<file path="src/rtl/wdog_pkg.sv">
package wdog_pkg;

  // Control byte, packed so that bit 7 is the MSB of the written byte
  typedef struct packed {
    logic [1:0] clkSel;
    logic       dbgEn;
    logic       stopEn;
    logic [1:0] code;
    logic       longSel;
    logic       winEn;
  } wdCfg_t;

  // Per-cycle strobes from control to datapath
  typedef struct packed {
    logic tick;
    logic hold;
    logic svcDone;
  } wdStrobe_t;

  localparam logic [7:0] SVC_ARM  = 8'h55;
  localparam logic [7:0] SVC_FIRE = 8'hAA;

  localparam logic [1:0] CAUSE_TIMEOUT = 2'b01;
  localparam logic [1:0] CAUSE_WINDOW  = 2'b10;

endpackage

</file>
<file path="src/rtl/wdog_ctrl.sv">
module wdog_ctrl
  import wdog_pkg::*;
#(
  parameter int N_SRC = 4
) (
  input  logic             clk,
  input  logic             rstN,
  input  logic [N_SRC-1:0] clkEn,
  input  logic             stopMode,
  input  logic             debugMode,
  input  logic             wrEn,
  input  logic             wrSel,
  input  logic [7:0]       wrData,
  output wdCfg_t           cfg,
  output logic             locked,
  output wdStrobe_t        strobe
);

  logic armed;
  logic ctrlWr;
  logic svcWr;
  logic srcTick;

  assign ctrlWr = wrEn && !wrSel;
  assign svcWr  = wrEn && wrSel;

  // Write-once configuration
  always_ff @(posedge clk or negedge rstN) begin
    if (!rstN) begin
      cfg    <= '0;
      locked <= 1'b0;
    end else if (ctrlWr && !locked) begin
      cfg    <= wdCfg_t'(wrData);
      locked <= 1'b1;
    end
  end

  // Two-byte service key: arm byte then fire byte
  always_ff @(posedge clk or negedge rstN) begin
    if (!rstN) begin
      armed <= 1'b0;
    end else if (svcWr) begin
      armed <= (wrData == SVC_ARM);
    end
  end

  assign srcTick = clkEn[cfg.clkSel];

  always_comb begin
    strobe.tick    = srcTick;
    strobe.hold    = (cfg.code == 2'b00)
                  || (stopMode  && !cfg.stopEn)
                  || (debugMode && !cfg.dbgEn);
    strobe.svcDone = svcWr && armed && (wrData == SVC_FIRE);
  end

endmodule

</file>
<file path="src/rtl/wdog_dp.sv">
module wdog_dp
  import wdog_pkg::*;
#(
  parameter int SHORT_EXP1 = 5,
  parameter int SHORT_EXP2 = 8,
  parameter int SHORT_EXP3 = 10,
  parameter int LONG_EXP1  = 13,
  parameter int LONG_EXP2  = 16,
  parameter int LONG_EXP3  = 18,
  parameter int CNT_W      = LONG_EXP3
) (
  input  logic             clk,
  input  logic             rstN,
  input  logic [1:0]       code,
  input  logic             longSel,
  input  logic             winEn,
  input  wdStrobe_t        strobe,
  output logic [CNT_W-1:0] count,
  output logic             resetReq,
  output logic [1:0]       resetCause
);

  int unsigned expSel;
  logic [31:0] limit32;
  logic [CNT_W-1:0] lastVal;
  logic [CNT_W-1:0] winStart;

  always_comb begin
    unique case ({longSel, code})
      3'b001:  expSel = SHORT_EXP1;
      3'b010:  expSel = SHORT_EXP2;
      3'b011:  expSel = SHORT_EXP3;
      3'b101:  expSel = LONG_EXP1;
      3'b110:  expSel = LONG_EXP2;
      3'b111:  expSel = LONG_EXP3;
      default: expSel = SHORT_EXP1;
    endcase
    limit32  = 32'd1 << expSel;
    lastVal  = CNT_W'(limit32 - 32'd1);
    winStart = CNT_W'(limit32 - (limit32 >> 2));
  end

  always_ff @(posedge clk or negedge rstN) begin
    if (!rstN) begin
      count      <= '0;
      resetReq   <= 1'b0;
      resetCause <= 2'b00;
    end else if (!resetReq) begin
      if (strobe.hold) begin
        count <= '0;
      end else if (strobe.svcDone) begin
        if (winEn && (count < winStart)) begin
          resetReq   <= 1'b1;
          resetCause <= CAUSE_WINDOW;
        end else begin
          count <= '0;
        end
      end else if (strobe.tick) begin
        if (count == lastVal) begin
          resetReq   <= 1'b1;
          resetCause <= CAUSE_TIMEOUT;
        end else begin
          count <= count + 1'b1;
        end
      end
    end
  end

endmodule

</file>
<file path="src/rtl/wdog_core.sv">
module wdog_core
  import wdog_pkg::*;
#(
  parameter int SHORT_EXP1 = 5,
  parameter int SHORT_EXP2 = 8,
  parameter int SHORT_EXP3 = 10,
  parameter int LONG_EXP1  = 13,
  parameter int LONG_EXP2  = 16,
  parameter int LONG_EXP3  = 18,
  parameter int N_SRC      = 4,
  localparam int CNT_W     = LONG_EXP3
) (
  input  logic             clk,
  input  logic             rstN,
  input  logic [N_SRC-1:0] clkEn,
  input  logic             stopMode,
  input  logic             debugMode,
  input  logic             wrEn,
  input  logic             wrSel,
  input  logic [7:0]       wrData,
  output logic             resetReq,
  output logic [1:0]       resetCause,
  output logic [CNT_W-1:0] count
);

  wdCfg_t    cfgQ;
  logic      cfgLocked;
  wdStrobe_t strobe;

  wdog_ctrl #(.N_SRC(N_SRC)) u_ctrl (
    .clk(clk), .rstN(rstN), .clkEn(clkEn),
    .stopMode(stopMode), .debugMode(debugMode),
    .wrEn(wrEn), .wrSel(wrSel), .wrData(wrData),
    .cfg(cfgQ), .locked(cfgLocked), .strobe(strobe)
  );

  wdog_dp #(
    .SHORT_EXP1(SHORT_EXP1), .SHORT_EXP2(SHORT_EXP2), .SHORT_EXP3(SHORT_EXP3),
    .LONG_EXP1(LONG_EXP1), .LONG_EXP2(LONG_EXP2), .LONG_EXP3(LONG_EXP3),
    .CNT_W(CNT_W)
  ) u_dp (
    .clk(clk), .rstN(rstN),
    .code(cfgQ.code), .longSel(cfgQ.longSel), .winEn(cfgQ.winEn),
    .strobe(strobe),
    .count(count), .resetReq(resetReq), .resetCause(resetCause)
  );

endmodule

</file>
<file path="config.mk">
export PLATFORM = sky130hd
export DESIGN_NAME = wdog_core
export DESIGN_NICKNAME = d
export VERILOG_FILES = /design/src/rtl/wdog_pkg.sv /design/src/rtl/wdog_ctrl.sv /design/src/rtl/wdog_dp.sv /design/src/rtl/wdog_core.sv
export SDC_FILE = /design/constraint.sdc
export NUM_CORES = 1
export LEC_CHECK = 0
export BUFFER_PORTS_ARGS = -buffer_cell sky130_fd_sc_hd__buf_2
export CORE_ASPECT_RATIO = 1.75
export CORE_MARGIN = 8
export CORE_UTILIZATION = 55
export CTS_CLUSTER_DIAMETER = 50
export DETAILED_ROUTE_END_ITERATION = 8
export PLACE_DENSITY = 0.81
export SYNTH_ARGS = -nofsm -noshare
export SYNTH_HDL_FRONTEND = slang
export SYNTH_SLANG_ARGS = --single-unit
</file>
<file path="constraint.sdc">
create_clock -name clk -period 5.7 [get_ports clk]
set_clock_uncertainty 0.05 [all_clocks]
set_input_delay 0.855 -clock clk [delete_from_list [all_inputs] [get_ports clk]]
set_output_delay 0.855 -clock clk [all_outputs]
set_load 0.005 [all_outputs]
</file>
# [Word-level counts from Yosys, hierarchy flattened]
# Index checks and enable logic that the tools add are counted.
[totals] reg_bits=31 latchBits=0 mem_bits_rw=0 romBits=0 in_bits=18 output_inout_bits=21 wordCells=68 memories=0
[op_classes] n_addsub=3 mul=0 n_div=0 magnitude_cmp=2 eq_ne=11 n_shift=1 mux=18 bitwise_logic=2 n_reduce_logical=20
[op_table] op="18-bit two-way mux" count=5
[op_table] op="5-bit one-hot mux with 5 select lines" count=1
[op_table] op="1-bit by 5-bit << shifter with 20-bit output (first input constant)" count=1
[op_table] op="18-bit by 1-bit adder with 18-bit output (second input constant)" count=1
[op_table] op="18-bit == test" count=1
[op_table] op="18-bit < comparator" count=1
[op_table] op="18-bit by 1-bit subtractor with 18-bit output (second input constant)" count=1
[op_table] op="18-bit subtractor" count=1
[op_table] op="3-bit == test (second input constant)" count=3
[op_table] op="8-bit by 7-bit == test with 1-bit output (second input constant)" count=1
[op_table] op="8-bit == test (second input constant)" count=1
[op_table] op="1-bit logical AND" count=8
[op_table] op="2-bit two-way mux" count=4
[op_table] op="1-bit two-way mux" count=7
[op_table] op="3-bit by 2-bit == test with 1-bit output (second input constant)" count=2
[op_table] op="3-bit != test (second input constant)" count=2
[op_table] op="5-bit AND reduction" count=1
[op_table] op="1-bit zero test" count=4
[op_table] op="4-bit AND reduction" count=1
[op_table] op="2-bit nonzero test" count=2
[op_table] op="2-bit by 3-bit < comparator with 1-bit output (second input constant)" count=1
[op_table] op="3-bit nonzero test" count=1
[op_table] op="1-bit binary-select mux with 2-bit select" count=1
[op_table] op="2-bit zero test" count=1
[op_table] op="other kinds (3)" count=5

# [Logic depth before layout (Yosys ltp)]
# Gate-level depths: netlist (run 1).
[depth] word_depth=10 mapped_depth=22 ltp_nobuf=18

# [Hierarchy]
# Synthesis (run 1) repeated with hierarchy kept, for this count alone.
[hier_totals] hier_cells=332 area_unflattened_um2=2942.8
[modules_own_cells] module="wdog_dp" instances=1 cells_each=298 area_each_um2=2453.6 seq_area_each_um2=525.5
[modules_own_cells] module="wdog_ctrl" instances=1 cells_each=34 area_each_um2=489.2 seq_area_each_um2=250.2

# [Worst setup path after synthesis (run 1)]
# Ideal clock, no wire load.
[synth_path] path_kind="flip-flop to flip-flop" startpoint="reg u_ctrl.cfg[1] in the netlist's numbering" endpoint="reg u_dp.count[6]" setup_time_ns=0.066 arrival_ns=4.020 t_required_ns=5.584 slack_ns=1.564 path_stages_with_launch=19 n_path_buf=2 period_less_slack_ns=4.136 path_cell_list="dfrtp_1 > buf_2 > or3b_2 > ha_1 > a21o_1 > a21o_1 > a221oi_1 > o21ai_0 > nand3_1 > nand4b_1 > ha_1 > o21ai_0 > o21ai_1 > or2_1 > or3_4 > and3b_1 > clkbuf_2 > or4_1 > nand2_1"
[synth_via] elab_chain_cells=8 word_cells_on_any_way=15 cone_classes="2 x add/sub; 1 x order compare; 8 x eq/ne; 1 x shift; 1 x mux; 2 x reduce/logical"
[synth_rtl] item="start: declaration" line_no="wdog_ctrl.sv:14" text="output wdCfg_t cfg,"
[synth_rtl] item="start signal: assignment" line_no="wdog_ctrl.sv:33" text="cfg <= wdCfg_t'(wrData);"
[synth_rtl] item="3-bit == test / 3-bit by 2-bit == test with 1-bit output (equally long branches)" line_no="wdog_dp.sv:29" text="unique case ({longSel, code})"
[synth_rtl] item="5-bit one-hot mux with 5 select lines (*)" line_no="wdog_dp.sv:29"
[synth_rtl] item="1-bit by 5-bit << shifter with 20-bit output (*)" line_no="wdog_dp.sv:38" text="limit32 = 32'd1 << expSel;"
[synth_rtl] item="18-bit subtractor" line_no="wdog_dp.sv:40" text="winStart = CNT_W'(limit32 - (limit32 >> 2));"
[synth_rtl] item="18-bit < comparator" line_no="wdog_dp.sv:52" text="if (winEn && (count < winStart)) begin"
[synth_rtl] item="1-bit logical AND" line_no="wdog_dp.sv:52"
[synth_rtl] item="3-bit != test (no line)"
[synth_rtl] item="4-bit AND reduction (no line) (*)"
[synth_rtl] item="end signal: assignment" line_no="wdog_dp.sv:63" text="count <= count + 1'b1;"
[synth_rtl] item="end: declaration" line_no="wdog_dp.sv:18" text="output logic [CNT_W-1:0] count,"
# Every way passes the cells marked *; elsewhere a longest branch is shown, timed or not.
# A chain may end at the register's enable or synchronous reset.

# [Final worst setup path (run 1)]
[layout_path] startpoint="reg u_ctrl.cfg[3] in the netlist's numbering" endpoint="reg u_dp.count[6]"
[layout_via] elab_chain_cells=8 word_cells_on_any_way=20 cone_classes="2 x add/sub; 1 x order compare; 8 x eq/ne; 1 x shift; 2 x mux; 6 x reduce/logical"
[layout_rtl] item="3-bit == test / 3-bit by 2-bit == test with 1-bit output (equally long branches)" line_no="wdog_dp.sv:29"
[layout_rtl] item="5-bit one-hot mux with 5 select lines" line_no="wdog_dp.sv:29"
[layout_rtl] item="1-bit by 5-bit << shifter with 20-bit output" line_no="wdog_dp.sv:38"
[layout_rtl] item="18-bit subtractor" line_no="wdog_dp.sv:40"
[layout_rtl] item="18-bit < comparator" line_no="wdog_dp.sv:52"
[layout_rtl] item="1-bit logical AND" line_no="wdog_dp.sv:52"
[layout_rtl] item="3-bit != test (no line)"
[layout_rtl] item="4-bit AND reduction (no line)"
# Parallel ways exist; a longest one is shown, timed or not.

==> run_results.csv, run 1 <==
group,metric,value,unit
final_layout,diodes,0,
routing,firstDrtPassIters,4,
timing,fin_setup_tns,0,ps
logic_synthesis,ys_seq_area_frac,0.270,
global_route,grt_max_degree,34,
cts,path_clk_slew,70,ps
routing,ant_nets,0,
setup_path,path_delay_family,"simple AND/OR/NAND/NOR gates",
logic_synthesis,syn_area,2870,µm²
setup_path,critPathLaunchType,"flip-flop",
global_route,top_usage_layer,"met2",
cts,cts.sinks,31,
routing,drt-initial-drc-count,120,
timing,slew_violations,0,
setup_path,slowest_stage,"or4_1",
setup_path,crit_required,5880,ps
global_route,first_global_vias,2891,
logic_synthesis,synth.most_common_cell,"ha_1",
floorplanning,rows,35,
final_layout,syn2layout_area_growth,12.5,%
setup_path,cp_data_arrival_time,4940,ps
routing,drt-total-wl,7410,µm
logic_synthesis,synth_area_leaders,"dfrtp_1 27%, ha_1 14%, nand2_1 3.8%",
power,p_sw,0.266,mW
timing,fin_crit,4760,ps
timing,rsz0062_at_grt,"no",
floorplanning,die_w,70.6,µm
flow_run,drv_cap,0,
timing,hold_viol,0,
final_layout,drive_gt1_frac,0.191,
timing,worst_pin_slew,747,ps
logic_synthesis,yosys_warnings,0,
power,swShare,0.368,
floorplanning,die_h,112,µm
final_layout,num-nets-final,433,
power,intPower,0.456,mW
global_route,grt-ovfl-total,0,
logic_synthesis,synth_top_cell_by_area,"dfrtp_1",
power,total_leakage_power,1.53,nW
hold_path,worst_hold_path_type,"flip-flop to flip-flop",
routing,drc_errors,0,
global_route,grt_use_total,0.194,
power,share_seq_of_total_power,0.351,
logic_synthesis,ys_ff_latch,31,
setup_path,critical_path.max_stage_delay,580,ps
power,share_comb_of_total_power,0.381,
setup_path,cp_max_fo,15,
global_route,use_met2,0.361,
power,design_power_total,0.722,mW
cts,clockBufferDepth,2,
logic_synthesis,synthFlopType,"dfrtp_1",
logic_synthesis,async_reset_ff_frac,1.00,
floorplanning,ioPinCount,39,
timing,fin_crit_sh,0.834,
global_route,use_met1,0.194,
power,ir_worst_vdd,0.192,mV
routing,wl_per_cell,16.9,µm
timing,relSlewSlack,0.501,
power,p_clk_frac,0.268,
logic_synthesis,synth_commonest_cells,"32 x ha_1, 31 x dfrtp_1, 29 x nand2_1, 20 x a21oi_1, 15 x o21ai_0",
logic_synthesis,postSynthAreaPerCell,8.74,µm²
cts,cts_setup_buffers,0,
placement,io_buffer_count,38,
logic_synthesis,synth_edf_count,0,
cts,numCtsBuffers,5,
global_route,antenna_found_initial,0,
power,p_per_area,223,nW/µm²
cts,cts_hold_buf,0,
global_route,use_met3,0.0270,
routing,viasPerCell,6.21,
cts,cts.htree.levels,2,
placement,gp_congestion,0.901,
setup_path,crit_chain,"or3b_2 > ha_1 > a21o_1 > a21o_1 > a221oi_1 > o21ai_0 > nand3_1 > nand4b_1 > ha_1 > o21ai_0 > o21ai_1 > or2_1 > or3_4 > and3b_1 > or4_1 > nand2_1",
global_route,grt_pass1_wl,12600,µm
cts,root_buffer,"clkbuf_8",
final_layout,fin_cells,438,
placement,dp_hpwl,5910,µm
timing,setup_viol,0,
logic_synthesis,synth_cell_type_count,68,
placement,dpl.cell_count,430,
floorplanning,core-area,5170,µm²
cts,cts_tree,"yes",
floorplanning,initial_core_util,0.556,
logic_synthesis,syn_inst,329,
timing,fmax,0.210,GHz
setup_path,endpoint_kind,"flip-flop",
timing,fin_ws,944,ps
timing,whs,435,ps
floorplanning,fp.dieArea,7890,µm²
cts,clock_latency,290,ps
routing,vias,2722,
setup_path,cp_num_buf_inv,0,
outcome,status,"finished clean",
setup_path,path_class,"flip-flop to flip-flop",
placement,dp_slack,982,ps
cts,cts.repair.resized,0,
logic_synthesis,yosysTopAreaCellShare,0.270,
## sequential cells by signal, indices dropped and copies added, names as in the netlist
register and cells:
u_dp.resetReq 1, u_dp.resetCause 2, u_ctrl.armed 1, u_ctrl.locked 1, u_ctrl.cfg 8, u_dp.count 18
## cell families (layout without fill, tap and decap cells)
group,after synthesis,in the layout,synth area share
DFF,31,31,0.270
muxes,10,10,0.0431
xor gates and xnor gates,8,8,0.0244
and+or+nand+nor,129,129,0.255
buffers and inverters,25,59,0.0435
other,2,22,0.00261
AOI/OAI and AO/OA,91,91,0.215
adders and majority gates,33,33,0.146
## worst paths after layout
path	startpoint	end	slack (ps)	cells after the start
max	u_ctrl.cfg[3]$_DFFE_PN0P_	u_dp.count[6]$_DFFE_PN0P_	940	16
min	u_ctrl.locked$_DFFE_PN0P_	u_ctrl.locked$_DFFE_PN0P_	430	1
max reg2reg	u_ctrl.cfg[3]$_DFFE_PN0P_	u_dp.count[6]$_DFFE_PN0P_	940	16
min reg2reg	u_ctrl.locked$_DFFE_PN0P_	u_ctrl.locked$_DFFE_PN0P_	430	1
max in group asynchronous	rstN	u_dp.count[17]$_DFFE_PN0P_	4590	1
min in group asynchronous	rstN	u_dp.count[3]$_DFFE_PN0P_	550	1
## power groups by stage
| stage | Clock (mW) | Combinational, mW | Sequential, mW |
|---|---|---|---|
| final | 0.193 | 0.275 | 0.253 |
| after global routing | 0.201 | 0.308 | 0.256 |
| after CTS | 0.195 | 0.267 | 0.253 |
| after detailed placement | 0 | 0.266 | 0.257 |
| after global placement | 0 | 0.259 | 0.256 |
| after floorplan | 0 | 0.230 | 0.245 |
## routing by layer
layer | up-vias | wire length (µm)
met3 | 22 | 262
li1 | 1318 | -
met4 | 0 | 291
met1 | 1305 | 2830
met5 | - | 0
met2 | 77 | 4030
## stage by stage
step,instance area [µm²],utilization
after floorplan,2950,-
after global placement,3130,0.606
after detailed placement,3130,0.606
after CTS,3230,0.625
after global routing,3230,0.625
final,3230,0.625
## layout by cell type, fill, tap and decap left out, types with 4 or more instances in the layout
| cell type | Yosys | routed |
|---|---|---|
| nor3_1 | 4 | 4 |
| nand3_1 | 11 | 11 |
| or3_1 | 9 | 9 |
| o21ai_1 | 13 | 13 |
| o31ai_1 | 4 | 4 |
| clkbuf_8 | 0 | 7 |
| buf_2 | 3 | 38 |
| mux2_2 | 9 | 9 |
| a21oi_2 | 5 | 5 |
| nand4_1 | 11 | 11 |
| o21ai_0 | 15 | 15 |
| ha_1 | 32 | 32 |
| o21a_1 | 4 | 4 |
| a21o_1 | 5 | 5 |
| and3_1 | 9 | 9 |
| nand3b_1 | 4 | 4 |
| xor2_1 | 4 | 4 |
| dfrtp_1 | 31 | 31 |
| a21oi_1 | 20 | 20 |
| nand2_1 | 29 | 29 |
| nor2_1 | 14 | 14 |
| or4_1 | 7 | 7 |
| conb_1 | 2 | 22 |
| xnor2_1 | 4 | 4 |
| nand2b_1 | 5 | 5 |
| inv_1 | 12 | 12 |
| nor2b_1 | 5 | 5 |
## layout make-up
| type | count | area (µm²) |
|---|---|---|
| clock buffers | 8 | 100 |
| inverters | 13 | 48.8 |
| repair buffers | 38 | 190 |
| fillers | 485 | 1940 |
| flip-flops and latches | 31 | 776 |
| well taps | 55 | 68.8 |
| multi-input cells | 293 | 2050 |
No activity file was read; power rests on OpenSTA's default activity.
==> run 2, diff against run 1 <==
Settings changed: CORE_UTILIZATION 55 to 53.
Clock period 5.7 ns to 4 ns, I/O delays scaled along.
==> run 2 against run 1 <==
Effect of this change:
- first-iteration DRC count is 43% higher
- cell count is 6.2% higher
- non-clock buffer count grew 27
- sequential power up 40%
- critical path depth rose by 2
- maximum frequency rose by 22%
- cell area rose by 9.8%
- sequential cell count stayed put
- global-route usage shrank 0.074 points
- critical path type unchanged
- critical endpoint is now u_dp.count[13]$_DFFE_PN0P_
==> run_results.csv, run 2 (same netlist as run 1, synthesis figures left out) <==
group,metric,value,unit
outcome,status,"finished clean",
timing,relSlewSlack,0.546,
final_layout,stdcell_area,3550,µm²
final_layout,num-nets-final,460,
setup_path,critPathLaunchType,"flip-flop",
timing,setup_viol,0,
setup_path,cp_data_arrival_time,4060,ps
global_route,grt_max_degree,32,
cts,cts.sinks,31,
final_layout,final_cell_mix,"39 x buf_2, 29 x nand2_1, 29 x ha_1",
placement,io_buffer_count,38,
timing,worst_pin_slew,682,ps
timing,fin_setup_tns,0,ps
final_layout,nFillCells,425,
hold_path,worst_hold_path_type,"input pin to async pin",
routing,wl_per_cell,17.1,µm
global_route,grt-ovfl-total,0,
final_layout,syn2layout_area_growth,23.5,%
final_layout,post-route-util,0.675,
final_layout,diodes,0,
cts,clockBufferDepth,2,
cts,numCtsBuffers,5,
setup_path,path_class,"flip-flop to flip-flop",
cts,path_clk_slew,70,ps
setup_path,r2r-end,"u_dp.count[13]$_DFFE_PN0P_",
cts,cts_tree,"yes",
routing,drc_errors,0,
routing,ant_nets,0,
routing,firstDrtPassIters,5,
floorplanning,initial_core_util,0.547,
placement,gp_congestion,0.875,
timing,slew_violations,0,
timing,whs,294,ps
timing,hold_viol,0,
setup_path,endpoint_kind,"flip-flop",
power,total_leakage_power,1.67,nW
floorplanning,ioPinCount,39,
routing,viasPerCell,6.23,
floorplanning,die_w,71.7,µm
timing,fin_crit_sh,0.974,
final_layout,drive_gt1_frac,0.293,
cts,cts.htree.levels,2,
setup_path,rrSetupSlack,100,ps
cts,clock_latency,290,ps
final_layout,largest_reg_flops,18,
power,ir_worst_vdd,0.267,mV
final_layout,reg_top3,"u_dp.count: 18 flops, u_ctrl.cfg: 8 flops, u_dp.resetCause: 2 flops",
setup_path,crit_required,4160,ps
routing,drt-total-wl,7970,µm
setup_path,cp_max_fo,20,
global_route,grt_use_total,0.193,
placement,placed_area,3310,µm²
timing,fin_ws,103,ps
placement,dp_slack,-59.9,ps
setup_path,timing.rr.start,"u_ctrl.cfg[2]$_DFFE_PN0P_",
placement,dp_hpwl,6040,µm
cts,root_buffer,"clkbuf_8",
setup_path,worstRegToRegCells,18,
floorplanning,die_h,113,µm
timing,fin_crit,3900,ps
cts,cts_hold_buf,0,
timing,rsz0062_at_grt,"yes",
timing,fmax,0.257,GHz
routing,vias,2898,
global_route,grt_pass1_wl,12900,µm
floorplanning,core-area,5260,µm²
final_layout,top_register,"u_dp.count",
final_layout,mostFrequentLayoutCell,"buf_2",
flow_run,drv_cap,0,
power,p_per_area,324,nW/µm²
global_route,antenna_found_initial,0,
floorplanning,rows,35,
floorplanning,fp.dieArea,8130,µm²
global_route,first_global_vias,2871,
routing,drt-initial-drc-count,171,
run 2: worst max-delay path by stage:
stage | startpoint | end | slack [ps] | cells after the start
2_1_floorplan | u_ctrl.cfg[3]$_DFFE_PN0P_ | u_dp.count[6]$_DFFE_PN0P_ | 8 | 21
3_3_place_gp | u_ctrl.cfg[3]$_DFFE_PN0P_ | u_dp.count[6]$_DFFE_PN0P_ | 30 | 16
3_5_place_dp | u_ctrl.cfg[1]$_DFFE_PN0P_ | u_dp.count[5]$_DFFE_PN0P_ | -60 | 15
4_1_cts | u_ctrl.cfg[3]$_DFFE_PN0P_ | u_dp.count[5]$_DFFE_PN0P_ | 20 | 18
5_1_grt | u_ctrl.cfg[2]$_DFFE_PN0P_ | u_dp.count[16]$_DFFE_PN0P_ | -90 | 20
6_report | u_ctrl.cfg[2]$_DFFE_PN0P_ | u_dp.count[13]$_DFFE_PN0P_ | 100 | 18
run 2: what timing repair did:
action                                  CTS  global route
endpoints found under the setup margin   17            17
setup buffers                             1             5
pin swaps                                 0            24
cloned                                    0             1
resized for setup                         5            20
run 2: cell type report:
class                   instances  area [µm²]  area share
inverters                      13        48.8      0.0137
multi-input cells             293        2140       0.603
clock buffers                   8         100      0.0282
flip-flops and latches         31         779       0.220
repair buffers                 65         410       0.116
well taps                      55        68.8      0.0194
run 2: power by group:
part           internal [mW]  switching, mW  total [mW]  leakage (nW)
clock                  0.157          0.118       0.275        0.0515
combinational          0.245          0.276       0.521          1.21
sequential             0.333         0.0216       0.354         0.412
run 2: layer usage:
| metal | GRT usage | routed length [µm] | vias up |
|---|---|---|---|
| met4 | 0.100 | 389 | 0 |
| met2 | 0.351 | 4210 | 88 |
| li1 | - | - | 1378 |
| met3 | 0.0255 | 301 | 31 |
| met1 | 0.208 | 3070 | 1401 |
| met5 | 0 | 0 | - |
run 2: through the flow:
step | power (mW) | std cells
after global placement | 0.806 | 450
final | 1.15 | 465
after CTS | 1.11 | 459
after global routing | 1.22 | 465
after detailed placement | 0.819 | 450
after floorplan | 0.684 | 349
run 2: worst max-delay path: stages, from the launching register on:
cell	delay [ps]
dfrtp_2	440
or3b_4	430
ha_4	240
a21o_1	150
a21o_1	180
a221oi_2	240
o21ai_1	80
nand3_1	80
nand4b_1	90
ha_1	330
o21ai_2	70
o21ai_2	90
or2_1	240
or3_4	390
buf_6	130
a21boi_4	190
buf_12	170
o31ai_1	90
a21oi_1	140
==> run 3, diff against run 2 <==
Settings changed: SETUP_SLACK_MARGIN from default to 0.5.
==> run 3 against run 2 <==
Effect of this change:
- clock power decreased by 11%
- sequential share of layout area decreased by 1.2 points
- non-clock buffer count increased by 1
==> run_results.csv, run 3 (same netlist as run 1, synthesis figures left out) <==
group,metric,value,unit
placement,dp_slack,-140,ps
hold_path,worst_hold_path_type,"input pin to async pin",
global_route,antenna_found_initial,0,
timing,fmax,0.251,GHz
final_layout,mostFrequentLayoutCell,"buf_2",
cts,clock_latency,290,ps
flow_run,drv_cap,0,
floorplanning,die_h,113,µm
timing,relSlewSlack,0.519,
setup_path,endpoint_kind,"flip-flop",
power,intPower,0.753,mW
placement,gp_congestion,0.927,
power,p_clk_frac,0.202,
setup_path,cp_data_arrival_time,4160,ps
floorplanning,initial_core_util,0.547,
power,design_power_total,1.22,mW
setup_path,cp_num_buf_inv,0,
final_layout,reg_top3,"u_dp.count: 18 flops, u_ctrl.cfg: 8 flops, u_dp.resetCause: 2 flops",
routing,firstDrtPassIters,4,
global_route,grt-ovfl-total,0,
floorplanning,ioPinCount,39,
floorplanning,die_w,71.7,µm
final_layout,top_register,"u_dp.count",
setup_path,worst_path_most_repeated_cell,"o21ai_2",
timing,rsz0062_at_grt,"yes",
timing,hold_viol,0,
setup_path,path_class,"flip-flop to flip-flop",
setup_path,crit_required,4180,ps
power,ir_worst_vdd,0.247,mV
cts,numCtsBuffers,5,
power,total_leakage_power,1.71,nW
routing,wl_per_cell,18.6,µm
routing,drc_errors,0,
global_route,grt_pass1_wl,13400,µm
routing,drt-total-wl,8680,µm
final_layout,syn2layout_area_growth,30.5,%
final_layout,largest_reg_flops,18,
power,p_per_area,324,nW/µm²
final_layout,num-nets-final,461,
power,swShare,0.381,
final_layout,diodes,0,
cts,root_buffer,"clkbuf_8",
timing,fin_crit,3980,ps
cts,cts_hold_buf,0,
floorplanning,rows,35,
setup_path,path_delay_family,"simple AND/OR/NAND/NOR gates",
timing,fin_ws,18.2,ps
cts,cts_tree,"yes",
cts,cts.sinks,31,
routing,vias,2960,
timing,setup_viol,0,
cts,path_clk_slew,70,ps
final_layout,final_cell_mix,"38 x buf_2, 28 x dfrtp_1, 27 x nand2_1, 27 x ha_1, 22 x conb_1",
timing,fin_crit_sh,0.995,
setup_path,crit_chain,"or3b_4 > ha_4 > and3_1 > o21ai_2 > a21oi_1 > o21ai_1 > xor2_1 > ha_1 > a211oi_2 > o21ai_2 > or2_1 > or3_4 > and3b_2 > or4_1 > nand2_1",
floorplanning,fp.dieArea,8130,µm²
global_route,grt_max_degree,32,
global_route,grt_use_total,0.207,
cts,clockBufferDepth,2,
cts,cts.htree.levels,2,
setup_path,slowest_stage,"or4_1",
setup_path,critPathLaunchType,"flip-flop",
placement,dp_hpwl,6050,µm
routing,drt-initial-drc-count,214,
setup_path,cp_max_fo,5,
outcome,status,"finished clean",
routing,viasPerCell,6.35,
global_route,first_global_vias,3066,
power,p_sw,0.463,mW
floorplanning,core-area,5260,µm²
power,share_comb_of_total_power,0.506,
final_layout,drive_gt1_frac,0.350,
power,share_seq_of_total_power,0.292,
timing,slew_violations,0,
placement,io_buffer_count,38,
routing,ant_nets,0,
setup_path,critical_path.max_stage_delay,470,ps
timing,worst_pin_slew,721,ps
## run 3: cell count changes in the layout (fill, tap and decap cells not counted), sizes merged
cell,change
buf,+1
clkbuf,-1
clkinv,+1
## run 3: timing repair
item,CTS,global route
setup endpoints to repair,20,21
pin swaps,17,19
gates resized for setup,28,26
setup buffers,12,4
cloned,2,0
## run 3: final timing paths
| path | start | to | slack (ps) | cells after the start |
|---|---|---|---|---|
| worst max-delay path | u_ctrl.cfg[1]$_DFFE_PN0P_ | u_dp.count[7]$_DFFE_PN0P_ | 20 | 15 |
| worst min-delay path | rstN | u_dp.resetReq$_DFF_PN0_ | 310 | 1 |
| worst max register to register | u_ctrl.cfg[1]$_DFFE_PN0P_ | u_dp.count[7]$_DFFE_PN0P_ | 20 | 15 |
| worst min register to register | u_ctrl.locked$_DFFE_PN0P_ | u_ctrl.locked$_DFFE_PN0P_ | 430 | 1 |
| max in group asynchronous | rstN | u_ctrl.cfg[3]$_DFFE_PN0P_ | 3080 | 1 |
| min in group clk | u_ctrl.locked$_DFFE_PN0P_ | u_ctrl.locked$_DFFE_PN0P_ | 430 | 1 |
## run 3: per-stage QoR
stage          hold WS, ps  setup TNS (ps)  instances  cell area, µm²  utilization
6_report               315               0        466            3750        0.714
5_1_grt                387            -343        466            3750        0.714
4_1_cts                338               0        462            3590        0.683
3_5_place_dp           412            -620        440            3270        0.623
3_3_place_gp           402           -98.7        440            3270        0.623
2_1_floorplan          254               0        349            3020            -
## run 3: layout make-up
class | count | area (µm²)
clock inverters | 1 | 5.00
multi-input cells | 293 | 2280
clock buffers | 7 | 76.3
well taps | 55 | 68.8
flip-flops and latches | 31 | 779
fillers | 386 | 1510
inverters | 13 | 48.8
repair buffers | 66 | 487
## run 3: routing by layer
metal	global-route usage	vias to the layer above	wire length [µm]
met3	0.0395	39	302
met5	0	-	0
met4	0.184	0	521
met2	0.384	94	4780
li1	-	1382	-
met1	0.180	1445	3070
## run 3: worst reg2reg max path: cells and delay by family, from the launching register on
family                     cells  cell delay (ps)
adders and majority gates      2              570
DFF                            1              430
and+or+nand+nor                7             2050
xor gates and xnor gates       1               90
AOI/OAI and AO/OA              5              720
## run 3: power by group through the flow
stage          combinational (mW)  sequential [mW]  clock, mW
2_1_floorplan               0.352            0.349          0
4_1_cts                     0.545            0.353      0.249
3_5_place_dp                0.442            0.361          0
6_report                    0.615            0.356      0.245
3_3_place_gp                0.428            0.360          0
5_1_grt                     0.662            0.358      0.257
